**config.mk**
```make
export PLATFORM = sky130hd
export DESIGN_NAME = msr_write_ctrl
export DESIGN_NICKNAME = d
export VERILOG_FILES = /design/src/rtl/msr_pkg.sv /design/src/rtl/msr_wr_filter.sv /design/src/rtl/msr_idx_enc.sv /design/src/rtl/msr_fx_detect.sv /design/src/rtl/msr_write_ctrl.sv
export SDC_FILE = /design/constraint.sdc
export NUM_CORES = 1
export LEC_CHECK = 0
export BUFFER_PORTS_ARGS = -buffer_cell sky130_fd_sc_hd__clkbuf_2
export CORE_ASPECT_RATIO = 1.5
export CORE_MARGIN = 1.5
export CORE_UTILIZATION = 43
export CTS_BUF_LIST = sky130_fd_sc_hd__clkbuf_2
export CTS_CLUSTER_DIAMETER = 30
export DETAILED_ROUTE_END_ITERATION = 8
export PLACE_DENSITY = 0.8
export SYNTH_ARGS = -nofsm -noshare
export SYNTH_HDL_FRONTEND = slang
export SYNTH_SLANG_ARGS = --single-unit
```
**constraint.sdc**
```tcl
create_clock -name clk -period 2.21 [get_ports clk]
set_clock_uncertainty 0.15 [all_clocks]
set_input_delay 0.1105 -clock clk [delete_from_list [all_inputs] [get_ports clk]]
set_output_delay 0.1105 -clock clk [all_outputs]
set_load 0.05 [all_outputs]
```
**src/rtl/msr_pkg.sv**
```systemverilog
package msr_pkg;

    localparam logic [31:0] EXCP_BASE_HIGH = 32'hFFF0_0000;

    typedef enum logic {
        ENC_SERVER   = 1'b0,
        ENC_EMBEDDED = 1'b1
    } msr_enc_e;

    // Bits of the register that drive side effects.
    typedef struct packed {
        logic pow;
        logic tgpr;
        logic gs;
        logic ep;
        logic ir;
        logic dr;
    } msr_view_t;

    // One-cycle side-effect strobes.
    typedef struct packed {
        logic ctx_exit;
        logic gpr_swap;
        logic prefix_upd;
        logic halt;
    } msr_fx_t;

    // Memory-context index: user/kernel, translation or space, hv or guest.
    function automatic logic [2:0] ctx_index(
        input msr_enc_e enc,
        input logic     pr,
        input logic     xlate,
        input logic     space,
        input logic     hv,
        input logic     gs
    );
        logic [2:0] idx;
        idx = pr ? 3'd0 : 3'd1;
        if (enc == ENC_EMBEDDED) begin
            idx = idx + (space ? 3'd2 : 3'd0);
            idx = idx + (gs ? 3'd4 : 3'd0);
        end else begin
            idx = idx + (xlate ? 3'd0 : 3'd2);
            idx = idx + (hv ? 3'd4 : 3'd0);
        end
        return idx;
    endfunction

endpackage

```
**src/rtl/msr_wr_filter.sv**
```systemverilog
module msr_wr_filter
    import msr_pkg::*;
#(
    parameter int              XLEN    = 32,
    parameter logic [XLEN-1:0] WR_MASK = '1,
    parameter int              HV_BIT  = 28,
    parameter int              PR_BIT  = 14,
    parameter int              EE_BIT  = 15,
    parameter int              IR_BIT  = 5,
    parameter int              DR_BIT  = 4
) (
    input  logic [XLEN-1:0] data,
    input  logic            cur_hv,
    input  logic            alter_hv,
    input  msr_enc_e        enc,
    output logic [XLEN-1:0] value
);
    always_comb begin
        value = data & WR_MASK;
        if (!(alter_hv && cur_hv)) begin
            value[HV_BIT] = cur_hv;
        end
        if (enc == ENC_SERVER && value[PR_BIT]) begin
            value[EE_BIT] = 1'b1;
            value[IR_BIT] = 1'b1;
            value[DR_BIT] = 1'b1;
        end
    end
endmodule

```
**src/rtl/msr_idx_enc.sv**
```systemverilog
module msr_idx_enc
    import msr_pkg::*;
(
    input  msr_enc_e   enc,
    input  logic       pr,
    input  logic       xlate,
    input  logic       space,
    input  logic       hv,
    input  logic       gs,
    output logic [2:0] idx
);
    always_comb idx = ctx_index(enc, pr, xlate, space, hv, gs);
endmodule

```
**src/rtl/msr_fx_detect.sv**
```systemverilog
module msr_fx_detect
    import msr_pkg::*;
(
    input  msr_view_t old_v,
    input  msr_view_t new_v,
    input  msr_enc_e  enc,
    input  logic      tgpr_en,
    input  logic      irq_pending,
    input  logic      pow_ok,
    output msr_fx_t   fx
);
    msr_view_t diff;

    always_comb begin
        diff          = old_v ^ new_v;
        fx.ctx_exit   = diff.ir || diff.dr || (enc == ENC_EMBEDDED && diff.gs);
        fx.gpr_swap   = tgpr_en && diff.tgpr;
        fx.prefix_upd = diff.ep;
        fx.halt       = new_v.pow && !irq_pending && pow_ok;
    end
endmodule

```
**src/rtl/msr_write_ctrl.sv**
```systemverilog
module msr_write_ctrl
    import msr_pkg::*;
#(
    parameter int              XLEN       = 32,
    parameter logic [XLEN-1:0] WR_MASK    = 32'h1FFF_FF7F,
    parameter logic [XLEN-1:0] RESET_VAL  = 32'h1000_0040,
    parameter logic [XLEN-1:0] HFLAG_MASK = 32'h1000_4031,
    parameter int              HV_BIT     = 28,
    parameter int              GS_BIT     = 27,
    parameter int              POW_BIT    = 18,
    parameter int              TGPR_BIT   = 17,
    parameter int              EE_BIT     = 15,
    parameter int              PR_BIT     = 14,
    parameter int              EP_BIT     = 6,
    parameter int              IR_BIT     = 5,
    parameter int              DR_BIT     = 4,
    parameter int              IS_BIT     = 5,
    parameter int              DS_BIT     = 4
) (
    input  logic            clk,
    input  logic            rst,
    input  logic            wr_en,
    input  logic [XLEN-1:0] wr_data,
    input  logic            wr_alter_hv,
    input  logic            cfg_embedded,
    input  logic            cfg_tgpr_en,
    input  logic            irq_pending,
    input  logic            pow_ok,
    input  logic [XLEN-1:0] ext_hflags,
    output logic [XLEN-1:0] msr_q,
    output logic [2:0]      immu_idx,
    output logic [2:0]      dmmu_idx,
    output logic [XLEN-1:0] hflags,
    output logic [31:0]     excp_base,
    output logic            ctx_exit,
    output logic            gpr_swap,
    output logic            prefix_upd,
    output logic            halt_req
);
    localparam int NSIDE = 2;  // 0 = fetch, 1 = data

    msr_enc_e        enc;
    logic [XLEN-1:0] filt_val;
    logic [XLEN-1:0] cand;
    msr_view_t       old_v, new_v;
    msr_fx_t         fx_nx, fx_q;
    logic [2:0]      idx_nx [NSIDE];

    assign enc = msr_enc_e'(cfg_embedded);

    msr_wr_filter #(
        .XLEN(XLEN), .WR_MASK(WR_MASK), .HV_BIT(HV_BIT),
        .PR_BIT(PR_BIT), .EE_BIT(EE_BIT), .IR_BIT(IR_BIT), .DR_BIT(DR_BIT)
    ) u_filter (
        .data    (wr_data),
        .cur_hv  (msr_q[HV_BIT]),
        .alter_hv(wr_alter_hv),
        .enc     (enc),
        .value   (filt_val)
    );

    // Value to load: reset value or filtered write.
    assign cand = rst ? RESET_VAL : filt_val;

    for (genvar s = 0; s < NSIDE; s++) begin : g_side
        localparam int XL_B = (s == 0) ? IR_BIT : DR_BIT;
        localparam int SP_B = (s == 0) ? IS_BIT : DS_BIT;
        msr_idx_enc u_enc (
            .enc  (enc),
            .pr   (cand[PR_BIT]),
            .xlate(cand[XL_B]),
            .space(cand[SP_B]),
            .hv   (cand[HV_BIT]),
            .gs   (cand[GS_BIT]),
            .idx  (idx_nx[s])
        );
    end

    always_comb begin
        old_v = '{pow: msr_q[POW_BIT], tgpr: msr_q[TGPR_BIT], gs: msr_q[GS_BIT],
                  ep: msr_q[EP_BIT], ir: msr_q[IR_BIT], dr: msr_q[DR_BIT]};
        new_v = '{pow: cand[POW_BIT], tgpr: cand[TGPR_BIT], gs: cand[GS_BIT],
                  ep: cand[EP_BIT], ir: cand[IR_BIT], dr: cand[DR_BIT]};
    end

    msr_fx_detect u_fx (
        .old_v      (old_v),
        .new_v      (new_v),
        .enc        (enc),
        .tgpr_en    (cfg_tgpr_en),
        .irq_pending(irq_pending),
        .pow_ok     (pow_ok),
        .fx         (fx_nx)
    );

    always_ff @(posedge clk) begin
        if (rst || wr_en) begin
            msr_q     <= cand;
            immu_idx  <= idx_nx[0];
            dmmu_idx  <= idx_nx[1];
            hflags    <= (cand & HFLAG_MASK) | ext_hflags;
            excp_base <= cand[EP_BIT] ? EXCP_BASE_HIGH : 32'h0;
        end
        if (rst || !wr_en) begin
            fx_q <= '0;
        end else begin
            fx_q <= fx_nx;
        end
    end

    assign ctx_exit   = fx_q.ctx_exit;
    assign gpr_swap   = fx_q.gpr_swap;
    assign prefix_upd = fx_q.prefix_upd;
    assign halt_req   = fx_q.halt;

    // strobes only follow a write
    assert_strobe_after_write_R7: assert property (@(posedge clk) disable iff (rst)
        (|fx_q) |-> $past(wr_en));

    assert_hv_protected_R3: assert property (@(posedge clk) disable iff (rst)
        (wr_en && !(wr_alter_hv && msr_q[HV_BIT])) |=> (msr_q[HV_BIT] == $past(msr_q[HV_BIT])));

    assert_pr_forces_bits_R6: assert property (@(posedge clk) disable iff (rst)
        (wr_en && !cfg_embedded) |=>
        (!msr_q[PR_BIT] || (msr_q[EE_BIT] && msr_q[IR_BIT] && msr_q[DR_BIT])));

    assert_idle_holds_R12: assert property (@(posedge clk) disable iff (rst)
        !wr_en |=> ($stable(msr_q) && !ctx_exit && !gpr_swap && !prefix_upd && !halt_req));

    assert_prefix_edge_R9: assert property (@(posedge clk) disable iff (rst)
        prefix_upd |-> (msr_q[EP_BIT] != $past(msr_q[EP_BIT])));

    assert_halt_cond_R10: assert property (@(posedge clk) disable iff (rst)
        halt_req |-> (msr_q[POW_BIT] && !$past(irq_pending) && $past(pow_ok)));

endmodule

```
==> run summary <==
## Placement
• Placer Congestion: 0.718
• number of cells in the design after placement: 376
• DP Area: 0.00333 mm2
• buffers added on ports: 149
• estimated wirelength of the detail-placed design: 3.96 mm
• worst setup slack before clock tree synthesis: 0.731 ns

## Floorplan
• floorplan die width: 67.5 um
• std cell rows: 35
• ports placed on the boundary: 178
• starting density of the core: 44.0%
• standard cell core area: 0.00609 mm2
• Die Area: 0.00673 mm2
• Die Height: 99.7 um

## Finish
• summed area of non-filler cells in the final layout: 0.00430 mm2
• fin nets: 466
• ratio of cells with drive above 1 in the final layout: 44.6%
• most frequent standard cell in the layout excluding fill and tap cells: clkbuf_2
• synthesis-to-layout area growth: 60.5%
• Util after Layout: 70.7%
• n_diodes: 0
• most used cells in the layout excluding fill and tap cells: 159 x clkbuf_2, 81 x dlygate4sd3_1, 64 x edfxtp_1
• number of filler cells placed in the layout: 413
• filler-free cell count of the finished design: 473

## Clocking
• clock-pin slew on the worst setup and hold paths: 0.20 ns
• clock sink count: 68
• Inserted Clock Buffers: 9
• Root Buffer: clkbuf_2
• number of gates resized after CTS: 0
• CTS tree: done
• number of buffers on the longest clock path: 2
• deepest level of the CTS H-tree: 3
• post-CTS setup repair buffer count: 0
• clock latency on the worst-skew pair: 0.50 ns
• cts hold-fix bufs: 81

## Routing
• number of vias per cell after detailed routing: 4.29
• post-route antenna net violation count: 0
• average wire per standard cell: 13.5 um
• drt drc: 0
• total wire length after detailed routing: 6.41 mm
• number of iterations in the first detailed-routing pass: 5
• Initial DRC Count: 138
• number of vias after detailed routing: 2028

## Global routing
• pin count of the biggest net entering global routing: 26
• total overflow reported by the global router: 0
• initial antenna violation count: 0
• wire length of the first global-routing pass: 9.62 mm
• All-Layer GR Usage: 19.9%
• via count of the first global-routing pass: 2031

## Hold path
• hold_sp: ext_hflags[20]
• class of the tightest hold or removal check: primary input to flip-flop
• WHS Endpoint: hflags[20]$_DFFE_PP_
• Hold Path Stages: 2

## Critical path
• crit path launch type: primary input
• endpoint kind of the worst setup timing path: flip-flop
• slack of the worst reg-to-reg path: 0.54 ns
• startpoint of the lowest-slack register-to-register path: msr_q[4]$_DFFE_PP_
• maximum fanout encountered on the critical timing path: 2
• data arrival time of the worst path: 2.13 ns
• end of the worst register-to-register path: ctx_exit$_SDFF_PP0_
• depth of the worst register-to-register path: 4
• Data required, critical path: 2.34 ns
• critical path class: primary input to flip-flop

## Synth
• proportion of synthesized chip area in sequential cells: 74.7%
• synth unique cells: 25
• post-synthesis instance area: 0.00268 mm2
• Synth warnings: 0
• Mapped Avg Cell Area: 16.0 um2
• number of instances in the synthesized netlist: 168
• register bit count reported by yosys: 68

## Status
• status: finished clean

## STA
• max-slew violation total from the final report: 0
• final worst setup slack: 0.212 ns
• final hold violations: 0
• Final setup viols: 0
• setup total negative slack: 0 ns
• Min Hold Slack: 0.164 ns
• Tcrit/Tclk final: 90.4%
• max frequency: 501 MHz
• setup repair after global routing missed its margin: no
• final worst path period need: 2.00 ns

## Power and ir drop
• Worst IR Drop VDD: 508 uV
• Static Leakage: 1.99 nW
• post-layout total power: 3.51 mW
• Power per Cell Area: 815 mW/mm2

## Job
• number of max-cap violations: 0

==> cells in the mapped netlist <==
cell,count,area (um2)
a21oi_1,1,5.00
a31oi_1,1,6.26
and4b_1,1,10.0
buf_2,1,5.00
buf_4,39,293
clkbuf_1,2,7.51
conb_1,1,3.75
dfxtp_1,4,80.1
edfxtp_1,64,1920
inv_1,2,7.51
inv_2,1,3.75
mux2_2,1,11.3
nand2_1,2,7.51
nand2b_1,2,12.5
nor2_1,5,18.8
nor2b_1,23,144
nor2b_4,1,13.8
nor3b_1,1,7.51
o21a_4,1,15.0
o21ai_0,2,10.0
o31ai_1,1,7.51
or2_1,1,6.26
or2_2,5,31.3
xnor2_1,5,43.8
xor2_1,1,8.76
==> critical path, cell delays in order <==
cell	delay [ns]
dlygate4sd3_1	0.53
clkbuf_2	0.11
nand2b_1	0.04
dlygate4sd3_1	0.55
a21oi_1	0.18
nand2b_1	0.07
dlygate4sd3_1	0.54
==> flip-flops by register name (all words and copies together), names as in the netlist <==
name and count:
dmmu_idx 1, msr_q 28, hflags 32, gpr_swap 1
halt_req 1, ctx_exit 1, immu_idx 3, prefix_upd 1
==> report_power, final <==
part,internal (mW),switching (mW),leakage [nW],total (mW)
Sequential,1.54,0.0425,0.690,1.58
Combinational,0.260,0.727,1.21,0.987
Clock,0.495,0.449,0.0925,0.943
Total,2.29,1.22,1.99,3.51
==> layer usage <==
layer / part of all wire [%] / wire length (um) / GRT usage, % / up-vias
li1: - / - / - / 970
met1: 36 / 2330 / 21.6 / 942
met2: 55 / 3540 / 35.0 / 105
met3: 6.3 / 402 / 5.32 / 11
met4: 2.1 / 132 / 9.26 / 0
met5: 0 / 0 / 0 / -
==> how the worst max path moves through the flow <==
stage / to / start / cells past startpoint / slack, ns
floorplan: dmmu_idx[1]$_DFFE_PP_ / rst / 3 / 0.22
global placement: hflags[4]$_DFFE_PP_ / rst / 4 / 0.74
detailed placement: hflags[4]$_DFFE_PP_ / rst / 4 / 0.73
CTS: hflags[28]$_DFFE_PP_ / wr_alter_hv / 7 / 0.29
global route: hflags[28]$_DFFE_PP_ / wr_alter_hv / 7 / 0.17
finish: hflags[28]$_DFFE_PP_ / wr_alter_hv / 7 / 0.21
==> final cells by class <==
class / instances / area, um2 / share of cell area, %
Sequential cell: 68 / 2000 / 46.5
Timing Repair Buffer: 234 / 1590 / 36.9
Inverter: 3 / 11.3 / 0.262
Multi-Input combinational cell: 78 / 449 / 10.4
Tap cell: 74 / 92.6 / 2.15
Clock inverter: 6 / 111 / 2.59
Clock buffer: 10 / 50.0 / 1.16
==> cells by family (layout without fill, tap and decap cells) <==
family                    count (synthesis)  in the layout  share of synthesized area [%]
buffers and inverters                    45            253                           11.8
and+or+nand+nor                          41             41                           9.38
AOI/OAI and AO/OA                         6              6                           1.63
DFF                                      68             68                           74.7
muxes                                     1              1                          0.420
other                                     1             24                          0.140
xor gates and xnor gates                  6              6                           1.96
No activity file was read; power rests on OpenSTA's default activity.
